**src/rtl/crdiv_pkg.sv**
```systemverilog
package crdiv_pkg;

   typedef enum logic [1:0] {
      SEL_F32 = 2'b00,
      SEL_F24 = 2'b01,
      SEL_F16 = 2'b10,
      SEL_F4  = 2'b11
   } osc_sel_e;

   localparam int NUM_SEL = 4;

   function automatic int max_of4(input int a, input int b, input int c, input int d);
      int m;
      m = a;
      if (b > m) m = b;
      if (c > m) m = c;
      if (d > m) m = d;
      return m;
   endfunction

endpackage

```
**src/rtl/crdiv_sel_reg.sv**
```systemverilog
module crdiv_sel_reg
   import crdiv_pkg::*;
(
   input  logic       clk,
   input  logic       rst_n,
   input  logic [1:0] freq_sel,
   input  logic       gear_req,
   output logic [1:0] sel_q
);

   // Registered setting code; the gear shift overrides to the low setting.
   always_ff @(posedge clk or negedge rst_n) begin
      if (!rst_n) begin
         sel_q <= SEL_F32;
      end else if (gear_req) begin
         sel_q <= SEL_F4;
      end else begin
         sel_q <= freq_sel;
      end
   end

   // a gear request always lands on the low setting code
   assert_gear_low_code_R4 : assert property (@(posedge clk) disable iff (!rst_n)
      gear_req |=> (sel_q == SEL_F4));

endmodule

```
**src/rtl/crdiv_ratio_lut.sv**
```systemverilog
module crdiv_ratio_lut
   import crdiv_pkg::*;
#(
   parameter int RATIO_F32 = 8,
   parameter int RATIO_F24 = 6,
   parameter int RATIO_F16 = 4,
   parameter int RATIO_F4  = 1,
   parameter int RAT_W     = 4
) (
   input  logic [1:0]       sel_code,
   output logic [RAT_W-1:0] ratio
);

   logic [RAT_W-1:0] tbl [NUM_SEL];

   for (genvar gi = 0; gi < NUM_SEL; gi++) begin : g_tbl
      localparam int R = (gi == 0) ? RATIO_F32 :
                         (gi == 1) ? RATIO_F24 :
                         (gi == 2) ? RATIO_F16 : RATIO_F4;
      if (R < 1 || R >= (1 << RAT_W)) begin : g_bad
         $error("crdiv_ratio_lut: ratio %0d does not fit %0d bits", R, RAT_W);
      end
      assign tbl[gi] = RAT_W'(R);
   end

   assign ratio = tbl[sel_code];

endmodule

```
**src/rtl/crdiv_counter.sv**
```systemverilog
module crdiv_counter #(
   parameter int RAT_W       = 4,
   parameter int RESET_RATIO = 8
) (
   input  logic             clk,
   input  logic             rst_n,
   input  logic [RAT_W-1:0] next_ratio,
   output logic             clk_out,
   output logic             done_pulse
);

   localparam logic [RAT_W-1:0] ONE   = RAT_W'(1);
   localparam logic [RAT_W-1:0] R_RST = RAT_W'(RESET_RATIO);

   logic [RAT_W-1:0] cnt;
   logic [RAT_W-1:0] ratio_q;
   logic             wrap;
   logic             done_q;

   assign wrap = (cnt == (ratio_q - ONE));

   // The active ratio is reloaded only at the period boundary.
   always_ff @(posedge clk or negedge rst_n) begin
      if (!rst_n) begin
         cnt     <= '0;
         ratio_q <= R_RST;
         done_q  <= 1'b0;
      end else if (wrap) begin
         cnt     <= '0;
         ratio_q <= next_ratio;
         done_q  <= (next_ratio != ratio_q);
      end else begin
         cnt     <= cnt + ONE;
         done_q  <= 1'b0;
      end
   end

   // High for the first half of each period; ratio 1 stays high.
   assign clk_out    = (ratio_q == ONE) || (cnt < (ratio_q >> 1));
   assign done_pulse = done_q;

   // the phase counter never reaches the active ratio
   assert_cnt_in_range_R3 : assert property (@(posedge clk) disable iff (!rst_n)
      cnt < ratio_q);

   // the output only rises at the start of a period
   assert_rise_at_start_R3 : assert property (@(posedge clk) disable iff (!rst_n)
      $rose(clk_out) |-> (cnt == '0));

   // the ratio changes only right after a period end
   assert_ratio_at_wrap_R5 : assert property (@(posedge clk) disable iff (!rst_n)
      (ratio_q != $past(ratio_q)) |-> $past(wrap));

   // done marks a real ratio change
   assert_done_on_change_R6 : assert property (@(posedge clk) disable iff (!rst_n)
      done_pulse |-> (ratio_q != $past(ratio_q)));

   // every ratio change is flagged
   assert_change_flagged_R6 : assert property (@(posedge clk) disable iff (!rst_n)
      (ratio_q != $past(ratio_q)) |-> done_pulse);

endmodule

```
**src/rtl/fixed_rate_clkdiv.sv**
```systemverilog
module fixed_rate_clkdiv
   import crdiv_pkg::*;
#(
   parameter int RATIO_F32 = 8,
   parameter int RATIO_F24 = 6,
   parameter int RATIO_F16 = 4,
   parameter int RATIO_F4  = 1
) (
   input  logic       clk_osc,
   input  logic       rst_n,
   input  logic [1:0] freq_sel,
   input  logic       gear_req,
   output logic       clk4_out,
   output logic       switch_done
);

   localparam int MAX_RATIO = max_of4(RATIO_F32, RATIO_F24, RATIO_F16, RATIO_F4);
   localparam int RAT_W     = $clog2(MAX_RATIO + 1);

   for (genvar gi = 0; gi < NUM_SEL; gi++) begin : g_chk
      localparam int R = (gi == 0) ? RATIO_F32 :
                         (gi == 1) ? RATIO_F24 :
                         (gi == 2) ? RATIO_F16 : RATIO_F4;
      if (R != 1 && (R % 2) != 0) begin : g_odd
         $error("fixed_rate_clkdiv: ratio %0d must be 1 or even", R);
      end
   end

   logic [1:0]       sel_q;
   logic [RAT_W-1:0] next_ratio;

   crdiv_sel_reg u_sel (
      .clk      (clk_osc),
      .rst_n    (rst_n),
      .freq_sel (freq_sel),
      .gear_req (gear_req),
      .sel_q    (sel_q)
   );

   crdiv_ratio_lut #(
      .RATIO_F32 (RATIO_F32),
      .RATIO_F24 (RATIO_F24),
      .RATIO_F16 (RATIO_F16),
      .RATIO_F4  (RATIO_F4),
      .RAT_W     (RAT_W)
   ) u_lut (
      .sel_code (sel_q),
      .ratio    (next_ratio)
   );

   crdiv_counter #(
      .RAT_W       (RAT_W),
      .RESET_RATIO (RATIO_F32)
   ) u_cnt (
      .clk        (clk_osc),
      .rst_n      (rst_n),
      .next_ratio (next_ratio),
      .clk_out    (clk4_out),
      .done_pulse (switch_done)
   );

endmodule

```
**config.mk**
```make
export PLATFORM = sky130hd
export DESIGN_NAME = fixed_rate_clkdiv
export DESIGN_NICKNAME = d
export VERILOG_FILES = /design/src/rtl/crdiv_pkg.sv /design/src/rtl/crdiv_sel_reg.sv /design/src/rtl/crdiv_ratio_lut.sv /design/src/rtl/crdiv_counter.sv /design/src/rtl/fixed_rate_clkdiv.sv
export SDC_FILE = /design/constraint.sdc
export NUM_CORES = 1
export LEC_CHECK = 0
export BUFFER_PORTS_ARGS = -buffer_cell sky130_fd_sc_hd__buf_2
export CORE_MARGIN = 3
export CORE_UTILIZATION = 40
export CTS_CLUSTER_SIZE = 25
export DETAILED_ROUTE_END_ITERATION = 16
export GPL_ROUTABILITY_DRIVEN = 0
export PLACE_DENSITY = 0.58
export SLEW_MARGIN = 30
export SYNTH_ARGS = -nofsm -noshare
export SYNTH_HDL_FRONTEND = slang
export SYNTH_HIERARCHICAL = 1
export SYNTH_SLANG_ARGS = --single-unit
```
**constraint.sdc**
```tcl
create_clock -name clk_osc -period 3.2 [get_ports clk_osc]
set_input_delay 0.48 -clock clk_osc [delete_from_list [all_inputs] [get_ports clk_osc]]
set_output_delay 0.48 -clock clk_osc [all_outputs]
set_load 0.02 [all_outputs]
```
-- After elaboration in Yosys (flattened, before gate mapping)
Index checks and enable logic that the tools add are counted.
- output and inout port bits: 2
- register bits after elaboration: 11
- logic and storage cells: 19
- bits of input ports: 5
- add/sub/neg operators: 2
- $lt $le $gt $ge: 2
- bitwise operators: 1
- reduce and logical (&&, ||, !) cells: 1
- equality and inequality tests: 3
- multiplexer cells: 6
- operator list (kind ; count):
    4-bit 2-to-1 mux ; 3
    4-bit binary-select mux with 2-bit select ; 1
    4-bit by 1-bit adder with 4-bit output (second input constant) ; 1
    4-bit by 1-bit == test with 1-bit output (second input constant) ; 1
    4-bit == test ; 1
    4-bit by 3-bit < comparator with 1-bit output ; 1
    4-bit != test ; 1
    4-bit by 1-bit subtractor with 4-bit output (second input constant) ; 1
    3-bit greater-or-equal comparator (second input constant) ; 1
    2-bit NOT with 3-bit output ; 1
    2-bit 2-to-1 mux ; 1
    1-bit logical OR ; 1
    1-bit 2-to-1 mux ; 1

-- Logic depth before layout (Yosys ltp)
- word-level depth: 6
- depth in mapped cells: 6
- mapped depth without buffers: 6

-- Modules after synthesis
Netlist, hierarchy kept.
- modules (own cells, without submodules) (module ; cells an instance ; area each (µm²) ; seq. area each (µm²) ; times used):
    crdiv_counter ; 51 ; 570.5 ; 226.5 ; 1
    crdiv_sel_reg ; 4 ; 62.6 ; 50.0 ; 1
    crdiv_ratio_lut ; 5 ; 45.0 ; 0.0 ; 1

-- Worst setup path before layout
Ideal clock, no wire load.
- path type: reg-to-reg
- from: register u_cnt.ratio_q[0]
- to: register u_cnt.ratio_q[0]
- path slack: 1.412 ns
- path buffers: 0
- setup time: 0.125 ns
- required time: 3.075 ns
- stages on the path, launching flop included: 7
- period minus slack after synthesis: 1.788 ns
- data arrival time: 1.663 ns
- cells stage by stage: dfrtp_1 -> inv_1 -> ha_1 -> xor2_1 -> nand2_1 -> nor3_4 -> mux2_4
- cells in the longest elaborated chain, start to end: 2
- RTL lines (element ; line ; text):
    from (decl) ; crdiv_counter.sv:16 ; logic [RAT_W-1:0] ratio_q;
    from (signal assigned) ; crdiv_counter.sv:30 ; ratio_q <= next_ratio;
    4-bit by 1-bit subtractor with 4-bit output ; crdiv_counter.sv:20 ; assign wrap = (cnt == (ratio_q - ONE));
    4-bit == test ; crdiv_counter.sv:20 ;
Every way passes these cells.
A chain may end at the register's enable or synchronous reset.

-- Final worst setup path
- from: register u_cnt.ratio_q[2]
- to: output clk4_out
- cells in the longest elaborated chain, start to end: 2
- elaborated cells on any way between the ends: 3
- classes of those cells: order compare: 1; eq/ne: 1; reduce/logical: 1
- RTL lines (element ; line ; text):
    4-bit by 3-bit < comparator with 1-bit output / 4-bit by 1-bit == test with 1-bit output (equally long branches) ; crdiv_counter.sv:39 ; assign clk_out = (ratio_q == ONE) || (cnt < (ratio_q >> 1));
    1-bit logical OR * ; crdiv_counter.sv:39 ;
    to (decl) ; fixed_rate_clkdiv.sv:13 ; output logic clk4_out,
Every way passes the cells marked *; elsewhere a longest branch is shown, timed or not.

==> out/qor.csv <==
stage,metric,value,unit
final_layout,Area Overhead vs Synth,11.3,%
route,vias,420,
logic_synthesis,register area share after synthesis,40.8,%
floorplan,# IOs,7,
clock_network,clk_lat worst skew,0.26,ns
critical_path,Worst Setup Start Kind,flip-flop,
route,Initial DRC Count,1,
floorplan,core footprint,1560,sq um
run_status,status,completed,
final_layout,Fillers,138,
clock_network,CTS tree,built,
clock_network,clock sink total,11,
critical_path,crit-path max FO,5,
global_routing,largest net degree at the start of global routing,12,
route,DRC,0,
pwr,pwr dens,1100,nW/um^2
global_routing,first-pass GRT wire length,1830,um
sta,Final Cycle Share,65.7,%
critical_path,Worst Setup SP,u_cnt/ratio_q[2],
final_layout,n_diodes,0,
placed_design,Final HPWL DP,808,um
route,1st-pass router iterations,3,
route,DR vias/cell,4.88,
clock_network,CTS Hold Bufs,0,
floorplan,chip height,47.2,um
critical_path,Critical Path AT,1.62,ns
sta,count of final setup violators,0,
sta,Final Hold Vio Count,0,
sta,setup_tns,0,ns
final_layout,layout cells sized above 1,21.4,%
critical_path,reg-to-reg critical path startpoint,u_cnt/ratio_q[1],
floorplan,Die Wd,47.2,um
pwr,static leakage,0.379,nW
final_layout,"most common cell after layout, fill and taps aside",dfrtp_1,
pwr,VDD IR max,0.446,mV
route,final WL,988,um
sta,FMAX,0.476,GHz
sta,Final min period,2.10,ns
logic_synthesis,Syn Area/Cell,11.3,sq um
route,wire per inst,11.5,um
clock_network,Clock H-tree levels,1,
global_routing,GRT Overall Usage,12.3,%
clock_network,CTS buffer count,3,
critical_path,worst path required time,2.72,ns
sta,Fin Clk Skew,0.00780,ns
logic_synthesis,post-synthesis cell type count,19,
hold_path,Hold Crit Class,input port to asynchronous set/reset pin,
route,post-route ant nets,0,
sta,Worst-Margin Slew,0.402,ns
final_layout,"commonest non-fill, non-tap cells in the layout","10 x dfrtp_1, 9 x xor2_1, 8 x ha_1",
clock_network,clk buf depth,2,
clock_network,cells resized by post-CTS repair,0,
logic_synthesis,#FFs+latches synth,11,
critical_path,depth of the most critical reg-to-reg path,6,
critical_path,crit path kind,flip-flop to primary output,
final_layout,Final nets,84,
sta,setup slack after layout,1.10,ns
sta,Slew HR,73.1,%
clock_network,Worst-path clk slew,0.07,ns
job,max_cap viols,0,
logic_synthesis,Syn Inst Count,60,
clock_network,Setup Buffers After CTS,0,
global_routing,initial antenna violation count,0,
floorplan,row count,14,
placed_design,worst slack at placement,1.27,ns
logic_synthesis,Ys Warns,6,
floorplan,Initial Util,43.5,%
logic_synthesis,post-synth net total,73,
logic_synthesis,mapped cell area,678,sq um
global_routing,vias in the first global route,420,
floorplan,DIE AREA,2230,sq um
sta,unrepaired setup endpoints after global routing,false,
global_routing,GRT Residual Overflow,0,
sta,Slew Limit Fails,0,
placed_design,port buffer count,6,
clock_network,Root Buffer,clkbuf_4,
critical_path,CP endpoint kind,primary output,
-- worst max-delay path, cell delays in order (launching register included) --
cell	delay (ns)
dfrtp_1	0.45
inv_1	0.09
ha_1	0.27
o21a_1	0.10
o21ai_0	0.15
a32o_1	0.14
buf_2	0.16
-- per-layer routing --
layer | share of wire (%) | vias to the layer above | global-route usage [%]
met3 | 5.4 | 0 | 6.90
met2 | 44 | 9 | 17.9
met1 | 50 | 191 | 15.7
li1 | - | 220 | -
met4 | 0 | 0 | 3.31
met5 | 0 | - | 0
-- state kept, by name, summed over array words and instances (netlist names) --
| name | count |
|---|---|
| u_cnt/cnt | 4 |
| u_cnt/done_pulse | 1 |
| u_cnt/ratio_q | 4 |
| u_sel/sel_q | 2 |
-- through the flow --
step | utilization, % | power (mW) | std cells | hold WS, ns | area (sq um)
final | 48.4 | 0.832 | 86 | 0.0681 | 754
after floorplan | - | 0.657 | 60 | 0.184 | 678
after CTS | 48.4 | 0.846 | 86 | 0.0688 | 754
after global placement | 46.7 | 0.744 | 82 | 0.359 | 728
after global routing | 48.4 | 0.926 | 86 | 0.0668 | 754
after detailed placement | 46.7 | 0.749 | 82 | 0.360 | 728
-- final timing paths --
kind	end	slack, ns
max	clk4_out	1.10
min	u_cnt/ratio_q[2]	0.07
max reg2reg	u_cnt/ratio_q[0]	1.26
min reg2reg	u_cnt/cnt[0]	0.54
max in group asynchronous	u_cnt/ratio_q[3]	2.87
min in group clk_osc	u_sel/sel_q[0]	0.40
-- cell families (layout without fill, tap and decap cells) --
group,after synthesis,count (layout),share of synthesized area (%)
flip-flops,11,11,40.8
multiplexers,3,3,6.64
adder cells (fa/ha/maj),8,8,14.8
buffers and inverters,7,17,3.88
AO/OA/AOI/OAI,6,6,7.56
AND/OR/NAND/NOR,12,12,9.59
XOR/XNOR,13,13,16.8
-- synth_stat cells --
| library cell | n | area [sq um] |
|---|---|---|
| o41a_2 | 1 | 12.5 |
| nor2_1 | 5 | 18.8 |
| o41ai_1 | 1 | 8.76 |
| mux2_4 | 3 | 45.0 |
| nor3_1 | 1 | 5.00 |
| nand2_1 | 2 | 7.51 |
| o21a_1 | 1 | 7.51 |
| nand3_1 | 1 | 5.00 |
| o31ai_1 | 1 | 7.51 |
| dfrtp_1 | 10 | 250 |
| nor3_4 | 1 | 16.3 |
| or2_1 | 2 | 12.5 |
| a32o_1 | 1 | 10.0 |
| o21ai_0 | 1 | 5.00 |
| xor2_1 | 9 | 78.8 |
| xnor2_1 | 4 | 35.0 |
| ha_1 | 8 | 100 |
| inv_1 | 7 | 26.3 |
| dfstp_2 | 1 | 26.3 |
-- final cells by class --
cell class / instances / area (sq um) / area share, %
Inverter: 7 / 26.3 / 3.48
Clock buffer: 4 / 26.3 / 3.48
Tap cell: 16 / 20.0 / 2.65
Multi-Input combinational cell: 42 / 375 / 49.8
Timing Repair Buffer: 6 / 30.0 / 3.98
Sequential cell: 11 / 277 / 36.7
-- where the power goes --
group | internal, mW | leakage (nW) | switching [mW]
combinational | 0.223 | 0.234 | 0.240
clock | 0.0481 | 0.0150 | 0.0421
sequential | 0.200 | 0.129 | 0.0792
Note: power is estimated with default switching activity, not from simulation.
